==> src/rtl/wline_pkg.sv <==
package wline_pkg;

  typedef enum logic [1:0] {
    CMD_WRITE     = 2'b00,
    CMD_WRITE_INV = 2'b01,
    CMD_IO_WRITE  = 2'b10,
    CMD_RESERVED  = 2'b11
  } wcmd_e;

  // strobes from control to datapath
  typedef struct packed {
    logic first;   // beat is the start of a burst
    logic write;   // claimed beat is merged this cycle
    logic flush;   // beat closes the line packet
    logic full;    // packet is a complete write-and-invalidate line
  } strb_t;

endpackage

==> src/rtl/wline_ctrl.sv <==
module wline_ctrl
  import wline_pkg::*;
#(
  parameter int LINE_BYTES = 32,
  parameter int BEAT_BYTES = 4,
  localparam int BEATS  = LINE_BYTES / BEAT_BYTES,
  localparam int WORD_W = $clog2(BEATS)
) (
  input  logic                  clk,
  input  logic                  rstN,
  input  logic                  inValid,
  input  logic                  inLast,
  input  logic [1:0]            inCmd,
  input  logic [BEAT_BYTES-1:0] inBe,
  input  logic [WORD_W-1:0]     beatWord,
  input  logic                  outValid,
  input  logic                  outReady,
  output logic                  inReady,
  output strb_t                 strb,
  output logic                  cmdReject,
  output logic                  wiError
);

  typedef enum logic [1:0] {S_IDLE, S_ACCUM, S_DROP} state_e;

  localparam logic [WORD_W-1:0] LAST_WORD = WORD_W'(BEATS - 1);

  state_e state;
  logic   isInv;
  logic   lineOk;

  logic take, first, claimed, beatInv, beatOk, atEdge;
  logic doWrite, doFlush, doFull;

  always_comb begin
    inReady = !outValid || outReady;
    take    = inValid && inReady;
    first   = (state == S_IDLE);
    claimed = first ? (inCmd == CMD_WRITE || inCmd == CMD_WRITE_INV)
                    : (state == S_ACCUM);
    beatInv = first ? (inCmd == CMD_WRITE_INV) : isInv;
    beatOk  = (first ? (beatWord == '0) : lineOk) && (&inBe);
    atEdge  = (beatWord == LAST_WORD);
    doWrite = take && claimed;
    doFlush = doWrite && (inLast || atEdge);
    doFull  = doFlush && beatInv && beatOk && atEdge;
    strb    = '{first: first, write: doWrite, flush: doFlush, full: doFull};
  end

  always_ff @(posedge clk or negedge rstN) begin
    if (!rstN) begin
      state     <= S_IDLE;
      isInv     <= 1'b0;
      lineOk    <= 1'b0;
      cmdReject <= 1'b0;
      wiError   <= 1'b0;
    end else begin
      cmdReject <= take && first && !claimed;
      wiError   <= doFlush && beatInv && !doFull;
      if (take) begin
        if (first) begin
          if (inLast)       state <= S_IDLE;
          else if (claimed) state <= S_ACCUM;
          else              state <= S_DROP;
        end else if (inLast) begin
          state <= S_IDLE;
        end
      end
      if (doWrite) begin
        isInv  <= beatInv;
        lineOk <= doFlush ? 1'b1 : beatOk;
      end
    end
  end

endmodule

==> src/rtl/wline_datapath.sv <==
module wline_datapath
  import wline_pkg::*;
#(
  parameter int ADDR_W     = 32,
  parameter int LINE_BYTES = 32,
  parameter int BEAT_BYTES = 4,
  localparam int BEATS      = LINE_BYTES / BEAT_BYTES,
  localparam int WORD_W     = $clog2(BEATS),
  localparam int BEAT_OFF_W = $clog2(BEAT_BYTES),
  localparam int WADDR_W    = ADDR_W - BEAT_OFF_W,
  localparam int LINE_W     = WADDR_W - WORD_W,
  localparam int LINE_BITS  = LINE_BYTES * 8
) (
  input  logic                    clk,
  input  logic                    rstN,
  input  strb_t                   strb,
  input  logic [WADDR_W-1:0]      inAddr,
  input  logic [BEAT_BYTES*8-1:0] inData,
  input  logic [BEAT_BYTES-1:0]   inBe,
  input  logic                    outReady,
  output logic [WORD_W-1:0]       beatWord,
  output logic                    outValid,
  output logic [LINE_W-1:0]       outLineAddr,
  output logic [LINE_BITS-1:0]    outData,
  output logic [LINE_BYTES-1:0]   outMask,
  output logic                    outFull
);

  localparam logic [WORD_W-1:0] LAST_WORD = WORD_W'(BEATS - 1);

  logic [WORD_W-1:0]     ptrWord;
  logic [LINE_W-1:0]     ptrLine;
  logic [LINE_W-1:0]     beatLine;
  logic [LINE_BITS-1:0]  bufData,  mergeData;
  logic [LINE_BYTES-1:0] bufMask,  mergeMask;

  assign beatWord = strb.first ? inAddr[WORD_W-1:0] : ptrWord;
  assign beatLine = strb.first ? inAddr[WADDR_W-1:WORD_W] : ptrLine;

  // one byte lane per (word, byte) position of the line
  for (genvar w = 0; w < BEATS; w++) begin : g_word
    for (genvar b = 0; b < BEAT_BYTES; b++) begin : g_byte
      localparam int IDX = w * BEAT_BYTES + b;
      logic hit;
      assign hit = strb.write && (beatWord == WORD_W'(w)) && inBe[b];
      assign mergeData[IDX*8 +: 8] = hit ? inData[b*8 +: 8] : bufData[IDX*8 +: 8];
      assign mergeMask[IDX]        = bufMask[IDX] | hit;
    end
  end

  always_ff @(posedge clk or negedge rstN) begin
    if (!rstN) begin
      ptrWord     <= '0;
      ptrLine     <= '0;
      bufData     <= '0;
      bufMask     <= '0;
      outValid    <= 1'b0;
      outLineAddr <= '0;
      outData     <= '0;
      outMask     <= '0;
      outFull     <= 1'b0;
    end else begin
      if (strb.write) begin
        ptrWord <= beatWord + WORD_W'(1);
        ptrLine <= (beatWord == LAST_WORD) ? beatLine + LINE_W'(1) : beatLine;
        if (strb.flush) begin
          bufData <= '0;
          bufMask <= '0;
        end else begin
          bufData <= mergeData;
          bufMask <= mergeMask;
        end
      end
      if (strb.flush) begin
        outValid    <= 1'b1;
        outLineAddr <= beatLine;
        outData     <= mergeData;
        outMask     <= mergeMask;
        outFull     <= strb.full;
      end else if (outReady) begin
        outValid <= 1'b0;
      end
    end
  end

endmodule

==> src/rtl/wline_accum.sv <==
module wline_accum
  import wline_pkg::*;
#(
  parameter int ADDR_W     = 32,
  parameter int LINE_BYTES = 32,
  parameter int BEAT_BYTES = 4,
  localparam int BEATS      = LINE_BYTES / BEAT_BYTES,
  localparam int WORD_W     = $clog2(BEATS),
  localparam int BEAT_OFF_W = $clog2(BEAT_BYTES),
  localparam int WADDR_W    = ADDR_W - BEAT_OFF_W,
  localparam int LINE_W     = WADDR_W - WORD_W,
  localparam int LINE_BITS  = LINE_BYTES * 8
) (
  input  logic                    clk,
  input  logic                    rstN,
  input  logic                    inValid,
  output logic                    inReady,
  input  logic [WADDR_W-1:0]      inAddr,
  input  logic [1:0]              inCmd,
  input  logic [BEAT_BYTES*8-1:0] inData,
  input  logic [BEAT_BYTES-1:0]   inBe,
  input  logic                    inLast,
  output logic                    outValid,
  input  logic                    outReady,
  output logic [LINE_W-1:0]       outLineAddr,
  output logic [LINE_BITS-1:0]    outData,
  output logic [LINE_BYTES-1:0]   outMask,
  output logic                    outFull,
  output logic                    cmdReject,
  output logic                    wiError
);

  strb_t             strb;
  logic [WORD_W-1:0] beatWord;

  wline_ctrl #(
    .LINE_BYTES(LINE_BYTES),
    .BEAT_BYTES(BEAT_BYTES)
  ) u_ctrl (
    .clk      (clk),
    .rstN     (rstN),
    .inValid  (inValid),
    .inLast   (inLast),
    .inCmd    (inCmd),
    .inBe     (inBe),
    .beatWord (beatWord),
    .outValid (outValid),
    .outReady (outReady),
    .inReady  (inReady),
    .strb     (strb),
    .cmdReject(cmdReject),
    .wiError  (wiError)
  );

  wline_datapath #(
    .ADDR_W    (ADDR_W),
    .LINE_BYTES(LINE_BYTES),
    .BEAT_BYTES(BEAT_BYTES)
  ) u_dp (
    .clk        (clk),
    .rstN       (rstN),
    .strb       (strb),
    .inAddr     (inAddr),
    .inData     (inData),
    .inBe       (inBe),
    .outReady   (outReady),
    .beatWord   (beatWord),
    .outValid   (outValid),
    .outLineAddr(outLineAddr),
    .outData    (outData),
    .outMask    (outMask),
    .outFull    (outFull)
  );

endmodule

==> config.mk <==
export PLATFORM = sky130hd
export DESIGN_NAME = wline_accum
export DESIGN_NICKNAME = d
export VERILOG_FILES = /design/src/rtl/wline_pkg.sv /design/src/rtl/wline_ctrl.sv /design/src/rtl/wline_datapath.sv /design/src/rtl/wline_accum.sv
export SDC_FILE = /design/constraint.sdc
export NUM_CORES = 1
export LEC_CHECK = 0
export ABC_AREA = 0
export ABC_CLOCK_PERIOD_IN_PS = 4310
export BUFFER_PORTS_ARGS = -buffer_cell sky130_fd_sc_hd__buf_2
export CAP_MARGIN = 20
export CORE_MARGIN = 8
export CORE_UTILIZATION = 30
export CTS_CLUSTER_DIAMETER = 100
export DETAILED_ROUTE_END_ITERATION = 12
export SYNTH_ARGS = -nofsm -noshare
export SYNTH_HDL_FRONTEND = slang
export SYNTH_HIERARCHICAL = 1
export SYNTH_SLANG_ARGS = --single-unit
==> constraint.sdc <==
create_clock -name clk -period 4.31 [get_ports clk]
set_input_delay 0.431 -clock clk [delete_from_list [all_inputs] [get_ports clk]]
set_output_delay 0.431 -clock clk [all_outputs]
set_load 0.05 [all_outputs]
Yosys cells after proc, flatten, opt, wreduce, memory -nomap -nowiden
Cells that the tools add are included.
{"block": "op_classes", "n_reduce_logical": 63, "eq_ne": 9, "add_sub_neg": 2, "bitwise_logic": 32, "muxes": 47}
{"cell": "$mux 256", "count": 1}
{"cell": "$mux 8", "count": 32}
{"cell": "$mux 27", "count": 2}
{"cell": "$logic_and 1x1->1", "count": 50}
{"cell": "$mux 32", "count": 1}
{"cell": "$or 1x1->1", "count": 32}
{"cell": "$add 27x1->27 const B", "count": 1}
{"cell": "$eq 3x3->1 const B", "count": 4}
{"cell": "$mux 2", "count": 4}
{"cell": "$eq 3x2->1 const B", "count": 2}
{"cell": "$mux 1", "count": 6}
{"cell": "$eq 2x1->1 const B", "count": 2}
{"cell": "$logic_not 2->1", "count": 2}
{"cell": "$reduce_and 4->1", "count": 1}
{"cell": "$reduce_bool 2->1", "count": 2}
{"cell": "$add 3x1->3 const B", "count": 1}
{"cell": "$eq 3x1->1 const B", "count": 1}
{"cell": "$logic_not 1->1", "count": 3}
{"cell": "$logic_not 3->1", "count": 1}
{"cell": "$logic_or 1x1->1", "count": 3}
{"cell": "$mux 3", "count": 1}
{"cell": "$reduce_and 2->1", "count": 1}
{"block": "word_totals", "register_bits": 641, "in_bits": 73}

Longest topological paths before layout
{"block": "depth", "ltp_word": 10, "mapped_depth": 19, "depth_no_buf": 11}

Modules after synthesis
Netlist, hierarchy kept.
{"module": "wline_datapath", "seq_area_each_um2": 15890.2, "cells_each": 2624, "n_inst": 1, "area_each_um2": 27171.1}
{"module": "wline_ctrl", "seq_area_each_um2": 150.1, "cells_each": 38, "n_inst": 1, "area_each_um2": 367.9}

Worst setup path before layout
OpenSTA, ideal clock, no wires.
{"block": "synth_timing", "path_type": "register to register", "start": "register u_ctrl.state[1]", "end": "register u_dp.ptrLine[26]", "t_arrival_ns": 3.518, "path_stages_with_launch": 19, "path_buffers": 7, "t_required_ns": 4.177, "setup_slack_ns": 0.659, "path_cell_list": "dfrtp_1 -> nor2_1 -> buf_4 -> buf_6 -> buf_8 -> buf_8 -> buf_2 -> buf_2 -> buf_2 -> mux2i_1 -> inv_1 -> ha_1 -> ha_1 -> nand2_1 -> a21oi_2 -> nand4_4 -> nor4b_4 -> mux2i_1 -> o221ai_2"}
{"block": "synth_between", "elab_chain_len": 4, "word_cells_on_any_way": 9, "classes_between": "1 x add/sub; 2 x eq/ne; 4 x mux; 2 x reduce/logical"}
{"element": "start, declared", "line_no": "wline_ctrl.sv:28", "text": "state_e state;"}
{"element": "start signal, assigned", "line_no": "wline_ctrl.sv:52", "text": "state <= S_IDLE;"}
{"element": "start signal, assigned", "line_no": "wline_ctrl.sv:62", "text": "if (inLast) state <= S_IDLE;"}
{"element": "start signal, assigned", "line_no": "wline_ctrl.sv:63", "text": "else if (claimed) state <= S_ACCUM;"}
{"element": "$logic_not 2->1", "line_no": "wline_ctrl.sv:38", "text": "first = (state == S_IDLE);"}
{"element": "named net u_ctrl.first", "line_no": "wline_ctrl.sv:32", "text": "logic take, first, claimed, beatInv, beatOk, atEdge;"}
{"element": "$mux 3", "line_no": "wline_datapath.sv:37", "text": "assign beatWord = strb.first ? inAddr[WORD_W-1:0] : ptrWord;"}
{"element": "named net beatWord[1]", "line_no": "wline_accum.sv:34", "text": "logic [WORD_W-1:0] beatWord;"}
{"element": "$eq 3x3->1", "line_no": "wline_datapath.sv:65", "text": "ptrLine <= (beatWord == LAST_WORD) ? beatLine + LINE_W'(1) : beatLine;"}
{"element": "$mux 27", "line_no": "wline_datapath.sv:65"}
{"element": "end signal, assigned", "line_no": "wline_datapath.sv:65"}
{"element": "end, declared", "line_no": "wline_datapath.sv:32", "text": "logic [LINE_W-1:0] ptrLine;"}
The timed path passes the listed nets, and every way through them passes these cells.
A chain may end at the register's enable or synchronous reset.

==> flow_metrics.env <==
export IMPL_grt_pass1_vias=20470
export IMPL_post_cts_resized=0
export IMPL_cts_buffers=76
export IMPL_synth_most_common_cell="dfrtp_1"
export IMPL_final_seq_area_sq_um=16040
export IMPL_ir_drop_uv=422.6
export IMPL_grt_max_degree=132
export IMPL_cts_sinks=641
export IMPL_crit_family="buffers and inverters"
export IMPL_cap_violations=0
export IMPL_rsz0062_at_grt="false"
export IMPL_synthXorXnorAreaFrac_pct=0.6361
export IMPL_worst_path_buf_inv=4
export IMPL_period_needed_ns=3.283
export IMPL_place_congestion=0.7944
export IMPL_grt_pass1_wl_um=138400
export IMPL_grt_total_usage_pct=17.85
export IMPL_core_area_sq_um=91390
export IMPL_area_growth_pct=20.94
export IMPL_clock_latency_ns=0.64
export IMPL_wl_um=94050
export IMPL_maxSlewHeadroom_pct=35.96
export IMPL_synthSimpleGateAreaFrac_pct=9.078
export IMPL_crit_path_start_kind="input port"
export IMPL_synthAdderAreaFrac_pct=0.3180
export IMPL_dr_total_vias=20740
export IMPL_die_y_um=319.0
export IMPL_cp_end_kind="flip-flop"
export IMPL_synth_area_leaders="dfrtp_1 58%, mux2i_1 10%, a21oi_1 6.5%, o22ai_1 5.8%, nor2_1 5.3%"
export IMPL_setup_viol=0
export IMPL_criticalPathCategory="in2reg"
export IMPL_cellPowerDensity_nw_per_um2=682.8
export IMPL_synthMuxAreaShare_pct=10.48
export IMPL_nFillCells=9104
export IMPL_finalSetupTns_ns=0
export IMPL_synth_compound_area_share_pct=14.45
export IMPL_cpMaxStageDelayCell="nand3_1"
export IMPL_dp_cells=4077
export IMPL_top_level_ports=393
export IMPL_drive_gt1_share_pct=20.38
export IMPL_post_cts_repair_setup_buffers=0
export IMPL_drt_first_iter_violations=1984
export IMPL_yosys_area_top_type="dfrtp_1"
export IMPL_num_rows=111
export IMPL_route_detailed_drc=0
export IMPL_finalNonFillerCells=4223
export IMPL_postCtsHoldBufs=3
export IMPL_post_drt_wl_per_cell_um=22.27
export IMPL_ys_seq_elements=641
export IMPL_ys_seq_area_share_pct=58.25
export IMPL_multi_input_area_sq_um=9637
export IMPL_dieArea_sq_um=101700
export IMPL_clock_root_buffer="clkbuf_16"
export IMPL_slowest_delay_ns=0.62
export IMPL_synth_edff_count=0
export IMPL_crit_fanout=115
export IMPL_antenna_found_initial=7
export IMPL_status="completed"
export IMPL_cts_tree="done"
export IMPL_first_pass_iters=6
export IMPL_cp_cell_sequence="dlygate4sd3_1 > buf_2 > nand2b_1 > nand4b_2 > inv_8 > buf_12 > nand3_1 > mux2i_1 > o22ai_1"
export IMPL_async_reset_ff_share_pct=100.0
export IMPL_synth_warnings=6
export IMPL_postRouteAntennaNets=0
export IMPL_power_total_w=0.02274
export IMPL_holdWs_ns=0.1105
export IMPL_hold_path_class="in2reg"
export IMPL_critPathRequiredTime_ns=4.80
export IMPL_fin_crit_sh_pct=76.17
export IMPL_postSynthAreaPerCell_sq_um=10.35
export IMPL_leakage_nw=16.63
export IMPL_synthTopCellsByCount="641 x dfrtp_1, 387 x nor2_1, 355 x a21oi_1, 285 x inv_1, 276 x mux2i_1"
export IMPL_gr_total_overflow=0
export IMPL_nets=3052
export IMPL_synthFlopType="dfrtp_1"
export IMPL_die_w_um=319.0
export IMPL_htree_levels=3
export IMPL_tightestPinTransition_ns=0.9606
export IMPL_initial_utilization_pct=30.13
export IMPL_slew_violations=0
export IMPL_synth_distinct_cells=69
export IMPL_synth_top_family_by_area="compound AO/OA/AOI/OAI gates"
export IMPL_yosys_area_top_type_share_pct=58.25
export IMPL_clock_path_buffers=3
export IMPL_worst_ep_arrival_time_ns=3.77
export IMPL_fin_skew_ns=0.03212
export IMPL_synth_area_sq_um=27540
export IMPL_synthesis_instances=2662
export IMPL_fmax_mhz=304.6
export IMPL_hold_violations=0
export IMPL_routed_via_density=4.912
export IMPL_io_buffers=392
export IMPL_path_clk_slew_ns=0.06
export IMPL_dp_hpwl_um=61140
export IMPL_synth_nets=2742
## flip-flops by register name, summed over array words and instances (netlist names), 2 cells and up
name and count:
u_dp/ptrLine 27, u_dp/outMask 32, u_dp/outData 256, u_dp/bufData 256
u_ctrl/state 2, u_dp/bufMask 32, u_dp/ptrWord 3, u_dp/outLineAddr 27
## power by group
part / switching (W) / total (W) / internal [W]
Clock: 0.00271 / 0.00682 / 0.00411
Sequential: 0.000856 / 0.00823 / 0.00737
Combinational: 0.00589 / 0.00769 / 0.00180
## final timing paths
check                                 start                end  slack, ns  cells past startpoint
max                                outReady   u_dp/bufData[97]       1.03                      9
min                                inCmd[1]   u_ctrl/cmdReject       0.11                      2
max reg2reg                 u_ctrl/state[1]   u_dp/ptrLine[26]       1.05                     11
min reg2reg                u_dp/bufMask[19]   u_dp/bufMask[19]       0.49                      2
max in group asynchronous              rstN  u_dp/outData[177]       2.70                      3
min in group asynchronous              rstN   u_dp/outData[28]       0.44                      2
## per-layer routing
| layer | global-route usage, % | share of wire, % | vias to the layer above |
|---|---|---|---|
| met5 | 0 | 0 | - |
| met4 | 5.902 | 2.7 | 0 |
| met3 | 4.091 | 5.8 | 114 |
| met2 | 28.95 | 48 | 513 |
| met1 | 23.53 | 44 | 10370 |
| li1 | - | - | 9751 |
## stage by stage
stage                     area (sq um)  setup WS, ns  utilization [%]
after floorplan                  27540        0.6592                -
after global placement           30630         1.079            33.52
after detailed placement         30630         1.020            33.52
after CTS                        33290         1.046            36.43
after global routing             33300        0.8155            36.44
final                            33310         1.027            36.45
## cells by family (layout without fill, tap and decap cells)
group                    after synthesis  after routing
multiplexers                         287            287
buffers and inverters                484            854
adder cells (fa/ha/maj)                7              7
XOR/XNOR                              20             20
other                                  0              5
flip-flops                           641            641
AO/OA/AOI/OAI                        685            685
AND/OR/NAND/NOR                      538            538
## layout make-up
type                            instances  area share (%)
Tap cell                             1186           4.455
Sequential cell                       641           48.16
Timing Repair Buffer                  429           7.228
Inverter                              287           3.280
Antenna cell                            5         0.03757
Clock inverter                         36           1.630
Multi-Input combinational cell       1537           28.93
Clock buffer                          102           6.274
## layout by cell type (no fill, tap or decap), types with 11 or more instances in the layout
cell type  instances
nand2_1           39
nand2_2           13
nand3_1           19
buf_12            12
a21oi_1          355
o221ai_1          13
mux2_2            11
clkinv_2          12
clkbuf_1          17
buf_2            391
o21ai_0           15
a31oi_1           16
nor2_1           386
nand2b_1          11
clkbuf_16         76
bufinv_16         11
nand2_4           12
inv_1            283
o22ai_1          257
mux2i_1          276
buf_4             22
dfrtp_1          641
Note: power is estimated with default switching activity, not from simulation.
